`config.mk`:
```
export PLATFORM = sky130hd
export DESIGN_NAME = prox_irq_gen
export DESIGN_NICKNAME = d
export VERILOG_FILES = /design/src/rtl/prox_irq_pkg.sv /design/src/rtl/prox_win_cmp.sv /design/src/rtl/prox_persist_cnt.sv /design/src/rtl/prox_irq_latch.sv /design/src/rtl/prox_irq_gen.sv
export SDC_FILE = /design/constraint.sdc
export NUM_CORES = 1
export LEC_CHECK = 0
export BUFFER_PORTS_ARGS = -buffer_cell sky130_fd_sc_hd__buf_2
export CORE_UTILIZATION = 47
export CTS_CLUSTER_SIZE = 40
export DETAILED_ROUTE_END_ITERATION = 8
export GPL_TIMING_DRIVEN = 1
export PLACE_DENSITY = 0.81
export SLEW_MARGIN = 20
export SYNTH_ARGS = -nofsm -noshare
export SYNTH_HDL_FRONTEND = slang
export SYNTH_HIERARCHICAL = 1
export SYNTH_SLANG_ARGS = --single-unit
export TNS_END_PERCENT = 10
```
`constraint.sdc`:
```
create_clock -name clk -period 2.4 [get_ports clk]
set_clock_uncertainty 0.2 [all_clocks]
set_input_delay 0.12 -clock clk [delete_from_list [all_inputs] [get_ports clk]]
set_output_delay 0.12 -clock clk [all_outputs]
set_load 0.005 [all_outputs]
```
`src/rtl/prox_irq_pkg.sv`:
```
package prox_irq_pkg;

    // Where a result lies relative to the threshold window
    typedef enum logic [1:0] {
        WIN_INSIDE = 2'b00,
        WIN_BELOW  = 2'b01,
        WIN_ABOVE  = 2'b10
    } win_pos_e;

endpackage

```
`src/rtl/prox_win_cmp.sv`:
```
module prox_win_cmp
    import prox_irq_pkg::*;
#(
    parameter int unsigned DATA_W = 16
) (
    input  logic [DATA_W-1:0] data_i,
    input  logic [DATA_W-1:0] low_i,
    input  logic [DATA_W-1:0] high_i,
    output win_pos_e          pos_o,
    output logic              outside_o
);

    logic below;
    logic above;

    always_comb begin
        // strict comparisons: a result equal to a threshold counts as inside
        below = (data_i < low_i);
        above = (data_i > high_i);
        if (below) begin
            pos_o = WIN_BELOW;
        end else if (above) begin
            pos_o = WIN_ABOVE;
        end else begin
            pos_o = WIN_INSIDE;
        end
        outside_o = (pos_o != WIN_INSIDE);
    end

endmodule

```
`src/rtl/prox_persist_cnt.sv`:
```
module prox_persist_cnt #(
    parameter int unsigned PERS_W = 4
) (
    input  logic              clk,
    input  logic              rst_n,
    input  logic              valid_i,
    input  logic              outside_i,
    input  logic              clr_i,
    input  logic [PERS_W-1:0] persist_i,
    output logic              hit_o
);

    localparam logic [PERS_W-1:0] CNT_MAX  = '1;
    localparam logic [PERS_W-1:0] CNT_ZERO = '0;
    localparam logic [PERS_W-1:0] CNT_ONE  = PERS_W'(1);

    typedef struct packed {
        logic [PERS_W-1:0] cnt;
    } cnt_state_t;

    cnt_state_t st_d, st_q;

    logic [PERS_W-1:0] base;
    logic [PERS_W:0]   run_len;
    logic [PERS_W-1:0] sat_next;

    always_comb begin
        st_d = st_q;
        // a clear restarts the run before this cycle's result is counted
        base     = clr_i ? CNT_ZERO : st_q.cnt;
        run_len  = {1'b0, base} + {{PERS_W{1'b0}}, 1'b1};
        sat_next = (base == CNT_MAX) ? CNT_MAX : (base + CNT_ONE);
        hit_o    = 1'b0;
        if (valid_i) begin
            if (outside_i) begin
                st_d.cnt = sat_next;
            end else begin
                st_d.cnt = CNT_ZERO;
            end
            if (persist_i == CNT_ZERO) begin
                hit_o = 1'b1;
            end else if (outside_i && (run_len >= {1'b0, persist_i})) begin
                hit_o = 1'b1;
            end
        end else begin
            st_d.cnt = base;
        end
    end

    always_ff @(posedge clk or negedge rst_n) begin
        if (!rst_n) begin
            st_q <= '0;
        end else begin
            st_q <= st_d;
        end
    end


    inside_resets_run_chk: assert property (@(posedge clk) disable iff (!rst_n)
        (valid_i && !outside_i) |=> (st_q.cnt == CNT_ZERO));


    run_saturates_chk: assert property (@(posedge clk) disable iff (!rst_n)
        (valid_i && outside_i && !clr_i && (st_q.cnt == CNT_MAX)) |=> (st_q.cnt == CNT_MAX));


    clear_resets_run_chk: assert property (@(posedge clk) disable iff (!rst_n)
        (clr_i && !valid_i) |=> (st_q.cnt == CNT_ZERO));


    idle_holds_run_chk: assert property (@(posedge clk) disable iff (!rst_n)
        (!valid_i && !clr_i) |=> $stable(st_q.cnt));

endmodule

```
`src/rtl/prox_irq_latch.sv`:
```
module prox_irq_latch (
    input  logic clk,
    input  logic rst_n,
    input  logic hit_i,
    input  logic en_i,
    input  logic clr_i,
    output logic pending_o
);

    typedef struct packed {
        logic pending;
    } latch_state_t;

    latch_state_t st_d, st_q;

    always_comb begin
        st_d = st_q;
        // a new qualifying event outranks a clear in the same cycle
        if (hit_i && en_i) begin
            st_d.pending = 1'b1;
        end else if (clr_i) begin
            st_d.pending = 1'b0;
        end
    end

    always_ff @(posedge clk or negedge rst_n) begin
        if (!rst_n) begin
            st_q <= '0;
        end else begin
            st_q <= st_d;
        end
    end

    assign pending_o = st_q.pending;


    pending_holds_chk: assert property (@(posedge clk) disable iff (!rst_n)
        (pending_o && !clr_i) |=> pending_o);


    disabled_no_set_chk: assert property (@(posedge clk) disable iff (!rst_n)
        (!en_i && !pending_o) |=> !pending_o);


    event_beats_clear_chk: assert property (@(posedge clk) disable iff (!rst_n)
        (hit_i && en_i && clr_i) |=> pending_o);


    clear_drops_chk: assert property (@(posedge clk) disable iff (!rst_n)
        (clr_i && !hit_i) |=> !pending_o);

endmodule

```
`src/rtl/prox_irq_gen.sv`:
```
module prox_irq_gen
    import prox_irq_pkg::*;
#(
    parameter int unsigned DATA_W = 16,
    parameter int unsigned PERS_W = 4
) (
    input  logic              clk,
    input  logic              rst_n,
    input  logic              res_valid_i,
    input  logic [DATA_W-1:0] res_data_i,
    input  logic [DATA_W-1:0] thr_low_i,
    input  logic [DATA_W-1:0] thr_high_i,
    input  logic [PERS_W-1:0] persist_i,
    input  logic              irq_en_i,
    input  logic              irq_clr_i,
    output logic              int_drive_o,
    output logic              irq_pending_o
);

    win_pos_e win_pos;
    logic     outside;
    logic     hit;
    logic     pending;

    prox_win_cmp #(.DATA_W(DATA_W)) u_cmp (
        .data_i    (res_data_i),
        .low_i     (thr_low_i),
        .high_i    (thr_high_i),
        .pos_o     (win_pos),
        .outside_o (outside)
    );

    prox_persist_cnt #(.PERS_W(PERS_W)) u_cnt (
        .clk       (clk),
        .rst_n     (rst_n),
        .valid_i   (res_valid_i),
        .outside_i (outside),
        .clr_i     (irq_clr_i),
        .persist_i (persist_i),
        .hit_o     (hit)
    );

    prox_irq_latch u_latch (
        .clk       (clk),
        .rst_n     (rst_n),
        .hit_i     (hit),
        .en_i      (irq_en_i),
        .clr_i     (irq_clr_i),
        .pending_o (pending)
    );

    assign irq_pending_o = pending;
    assign int_drive_o   = pending;


    zero_persist_fires_chk: assert property (@(posedge clk) disable iff (!rst_n)
        (res_valid_i && irq_en_i && (persist_i == '0)) |=> irq_pending_o);


    outside_class_chk: assert property (@(posedge clk) disable iff (!rst_n)
        (win_pos == WIN_BELOW) |-> (res_data_i < thr_low_i));

endmodule

```
### Word-level counts from Yosys, hierarchy flattened

Cells that the tools add are included.
Widths: inputs -> output; s select.

* bits in registers: 5
* input bits: 57
* word-level logic and storage cells: 24

* add/sub/neg operators: 2
* order comparisons: 3
* equality and inequality tests: 1
* mux-type cells: 11
* reductions and logical operators: 5

Operators by type and width (count)
* $gt 16x16->1: 1
* $lt 16x16->1: 1
* $mux 4: 4
* $add 4x1->5 const B: 1
* $ge 5x4->1: 1
* $mux 1: 5
* $add 4x1->4 const B: 1
* $eq 4x4->1 const B: 1
* $logic_not 4->1: 1
* $mux 2: 2
* $reduce_bool 2->1: 2
* $logic_and 1x1->1: 2

### Longest topological paths before layout

* depth after elaboration: 10
* mapped depth: 11
* depth with buffers taken out: 11

### Cells and area by module

The synthesis kept the hierarchy.

Modules (own cells, without submodules)
* prox_win_cmp: times used 1, cells each 111, area each 795.8 um^2, sequential area each 0.0 um^2
* prox_persist_cnt: times used 1, cells each 45, area each 364.1 um^2, sequential area each 100.1 um^2
* prox_irq_latch: times used 1, cells each 4, area each 41.3 um^2, sequential area each 25.0 um^2
* prox_irq_gen: times used 1, cells each 1, area each 7.5 um^2, sequential area each 0.0 um^2

### Worst setup path before layout

OpenSTA, ideal clock, no wires.

* path type: in2reg
* start: input thr_low_i[13]
* end: register u_cnt/st_q[1] (netlist bit)
* library setup time: 0.094 ns
* arrival time: 1.667 ns
* required time: 2.106 ns
* path slack: 0.439 ns
* stages on the path: 9
* buffers on the path: 0
* cell sequence: inv_1 > ha_1 > a21o_1 > a21o_1 > a221o_1 > a31oi_2 > o2bb2ai_1 > o21ai_1 > a211oi_1

RTL lines
* start: declaration: RTL line prox_irq_gen.sv:11 `input logic [DATA_W-1:0] thr_low_i,`
* end signal: assignment: RTL line prox_persist_cnt.sv:54 `st_q <= st_d;`
* end: declaration: RTL line prox_persist_cnt.sv:21 `cnt_state_t st_d, st_q;`

### Worst setup path in the final report

* start: register u_cnt/st_q[0] (netlist bit)
* end: register u_latch.st_q (netlist: u_latch/pending_o)

* word-level cells in the longest chain between the ends: 9

RTL lines
* $mux 4 (*): RTL line prox_persist_cnt.sv:30 `base = clr_i ? CNT_ZERO : st_q.cnt;`
* $add 4x1->5 (*): RTL line prox_persist_cnt.sv:31 `run_len = {1'b0, base} + {{PERS_W{1'b0}}, 1'b1};`
* $ge 5x4->1 (*): RTL line prox_persist_cnt.sv:42 `end else if (outside_i && (run_len >= {1'b0, persist_i})) begin`
* $logic_and 1x1->1 (*): RTL line prox_persist_cnt.sv:42
* $mux 1 (*): RTL line prox_persist_cnt.sv:42
* $mux 1 (*): RTL line prox_persist_cnt.sv:40 `if (persist_i == CNT_ZERO) begin`
* $mux 1 (*): RTL line prox_persist_cnt.sv:34 `if (valid_i) begin`
* net hit: RTL line prox_irq_gen.sv:22 `logic hit;`
* $logic_and 1x1->1 (*): RTL line prox_irq_latch.sv:19 `if (hit_i && en_i) begin`
* $mux 1 or $reduce_bool 2->1 (tied branches)
* end signal: assignment: RTL line prox_irq_latch.sv:30 `st_q <= st_d;`
* end: declaration: RTL line prox_irq_latch.sv:14 `latch_state_t st_d, st_q;`

Mark *: on every way through the listed nets, which the timed path passes. The rest lies on a longest branch.
A chain may end at the register's enable or synchronous reset.

==> out/qor.csv <==
metric,value,unit
cell-internal power,0.263,mW
Port Buf Inserts,58,
max-capacitance violation count,0,
clock tree buffer depth,2,
clk slew on worst S/H paths,0.04,ns
Mapped Nets,251,
antenna violation net count after detailed routing,0,
vias after detailed routing,1240,
min Tclk post-route,2.17,ns
"critical path fanouts, max",7,
Starting Density,0.520,
wire length per cell after detailed routing,10.4,um
share of post-route cells with drive strength above 1,0.296,
number of H-tree levels,1,
number of failing setup endpoints in the final timing report,0,
placed inst area,1510,um^2
TritonCTS clock tree,done,
PD cells,262,nW/um^2
final global-route overflow total,0,
number of vias per cell,4.94,
Max Clk Rate,461,MHz
slew at the pin closest to its max-slew limit,0.318,ns
DIE AREA,2750,um^2
iteration count of the initial detailed-routing pass,4,
total standard cell area after synthesis,1190,um^2
data required time at the worst endpoint,2.33,ns
pin count of the biggest net entering global routing,10,
fin area,1570,um^2
Routed met1 length,1.31,mm
Final nets,316,
initial detailed-routing violation count,21,
Remaining DRCs,0,
LEAKAGE,0.956,nW
number of buffers inserted during clock tree synthesis,3,
number of I/O pins,59,
number of hold buffers added after CTS,4,
Final Wtd Congestion,0.790,
total core area,2300,um^2
std cell rows,17,
remaining max-slew budget at the tightest pin,0.788,
overall routing resource usage,0.214,
"Core Util, Final",0.685,
number of warnings issued by yosys,6,
Cells after Synth,159,
DPL Wire Length,2.26,mm
post-route clock period utilization,0.904,
worst-case vdd ir drop,0.000206,V
setup fix buffers added after clock tree synthesis,0,
met2 wirelength from detailed routing,1.19,mm
end of the worst register-to-register path,u_latch/pending_o,
timing endpoint of the critical path,u_latch/pending_o,
first-pass GRT wire length,4.56,mm
Clk pwr share,0.230,
count of endpoints failing hold in the final timing report,0,
Detail Route met3 WL,104,um
register share of total power,0.244,
total clock sinks,5,
crit end category,register,
CTS Root Cell,sky130_fd_sc_hd__clkbuf_4,
outcome,finished clean,
CTS resizes,0,
accumulated negative setup slack,0,ns
number of global-route vias before repair,1148,
worst-case reg-to-reg path depth,10,
Final Max Slew Viols,0,
setup repair after global routing missed its margin,false,
element type at the critical path start,register,
Antenna Cells,0,
area growth from synthesis to final layout,31.7,%
data arrival time of the critical path,2.10,ns
switching power of the nets,0.149,mW
topmost layer with routed signal wires,met3,
worst-skew pair later-pin latency,0.24,ns
Overall Power,0.412,mW
Hold Path Class,in2async,
Setup Crit Path Kind,reg2reg,
worst r2r src,u_cnt/st_q[0],
total wire length,2.60,mm
portion of total power attributed to combinational logic,0.526,
number of antenna violations at the first check in global routing,0,
start point of the critical path,u_cnt/st_q[0],
die boundary width,52.4,um
switching portion of total power,0.361,
reg2reg setup slack,0.23,ns
Die Ht,52.4,um
syn avg cell area,7.52,um^2
## sequential cells by signal (all words and copies together), names as in the netlist
name	cells
u_latch/pending_o	1
u_cnt/st_q	4
## how the worst min path moves through the flow
| stage | end | depth (start not counted) | start |
|---|---|---|---|
| 5_1_grt | u_latch/pending_o | 4 | persist_i[1] |
| 6_report | u_cnt/st_q[3] | 2 | rst_n |
| 3_3_place_gp | u_cnt/st_q[2] | 1 | rst_n |
| 4_1_cts | u_cnt/st_q[3] | 2 | rst_n |
| 2_1_floorplan | u_cnt/st_q[0] | 0 | rst_n |
| 3_5_place_dp | u_cnt/st_q[2] | 1 | rst_n |
## per-stage QoR
stage	std cells	hold slack [ns]	worst slack, ns
floorplan	159	-0.376	0.478
global route	251	0.0247	0.0858
finish	251	0.0171	0.231
global placement	243	-0.265	0.291
CTS	251	0.0110	0.272
detailed placement	243	-0.263	0.236
## worst max-delay path, stage by stage, from the launching register on
cell and delay (ns):
sky130_fd_sc_hd__dfrtp_1 0.48, sky130_fd_sc_hd__nand2_1 0.13, sky130_fd_sc_hd__xor2_1 0.16, sky130_fd_sc_hd__nor2_1 0.12, sky130_fd_sc_hd__ha_1 0.26, sky130_fd_sc_hd__a21oi_1 0.12, sky130_fd_sc_hd__o21ai_1 0.08, sky130_fd_sc_hd__a221oi_2 0.23
sky130_fd_sc_hd__o22ai_1 0.12, sky130_fd_sc_hd__nand2_1 0.10, sky130_fd_sc_hd__o21ai_2 0.05
## placed cells by master (no fill, tap or decap), drive strengths merged
master and count:
a221oi 2, o22ai 2, a21o 2, a221o 1
ha 35, dlygate4sd3 4, o211a 1, nand3 4
o2bb2ai 1, nor3 2, nor2b 4, o211ai 1
nand2b 3, xnor2 2, buf 58, nand2 12
a2111o 1, nand4 5, and2 1, nor2 5
clkbuf 4, xor2 1, and3 1, nor4 1
inv 37, o21ai 8, a21oi 16, dfrtp 5
a31oi 2, a211oi 2
## layer usage
| metal | GRT usage | up-vias |
|---|---|---|
| li1 | - | 677 |
| met1 | 0.291 | 526 |
| met2 | 0.365 | 37 |
| met3 | 0.0203 | 0 |
| met4 | 0.0395 | 0 |
| met5 | 0 | - |
## power by group through the flow
stage	clock [mW]	combinational [mW]	sequential [mW]
after floorplan	0	0.131	0.0989
after detailed placement	0	0.211	0.101
final	0.0950	0.217	0.100
after global routing	0.102	0.258	0.101
after global placement	0	0.207	0.101
after CTS	0.0976	0.218	0.100
## final cells by class
class                   instances  area (um^2)
well taps                      28         35.0
clock buffers                   4         26.3
multi-input cells             115          918
repair buffers                 62          330
inverters                      37          139
fillers                       215          723
flip-flops and latches          5          125
(Power assumes the default switching activity.)
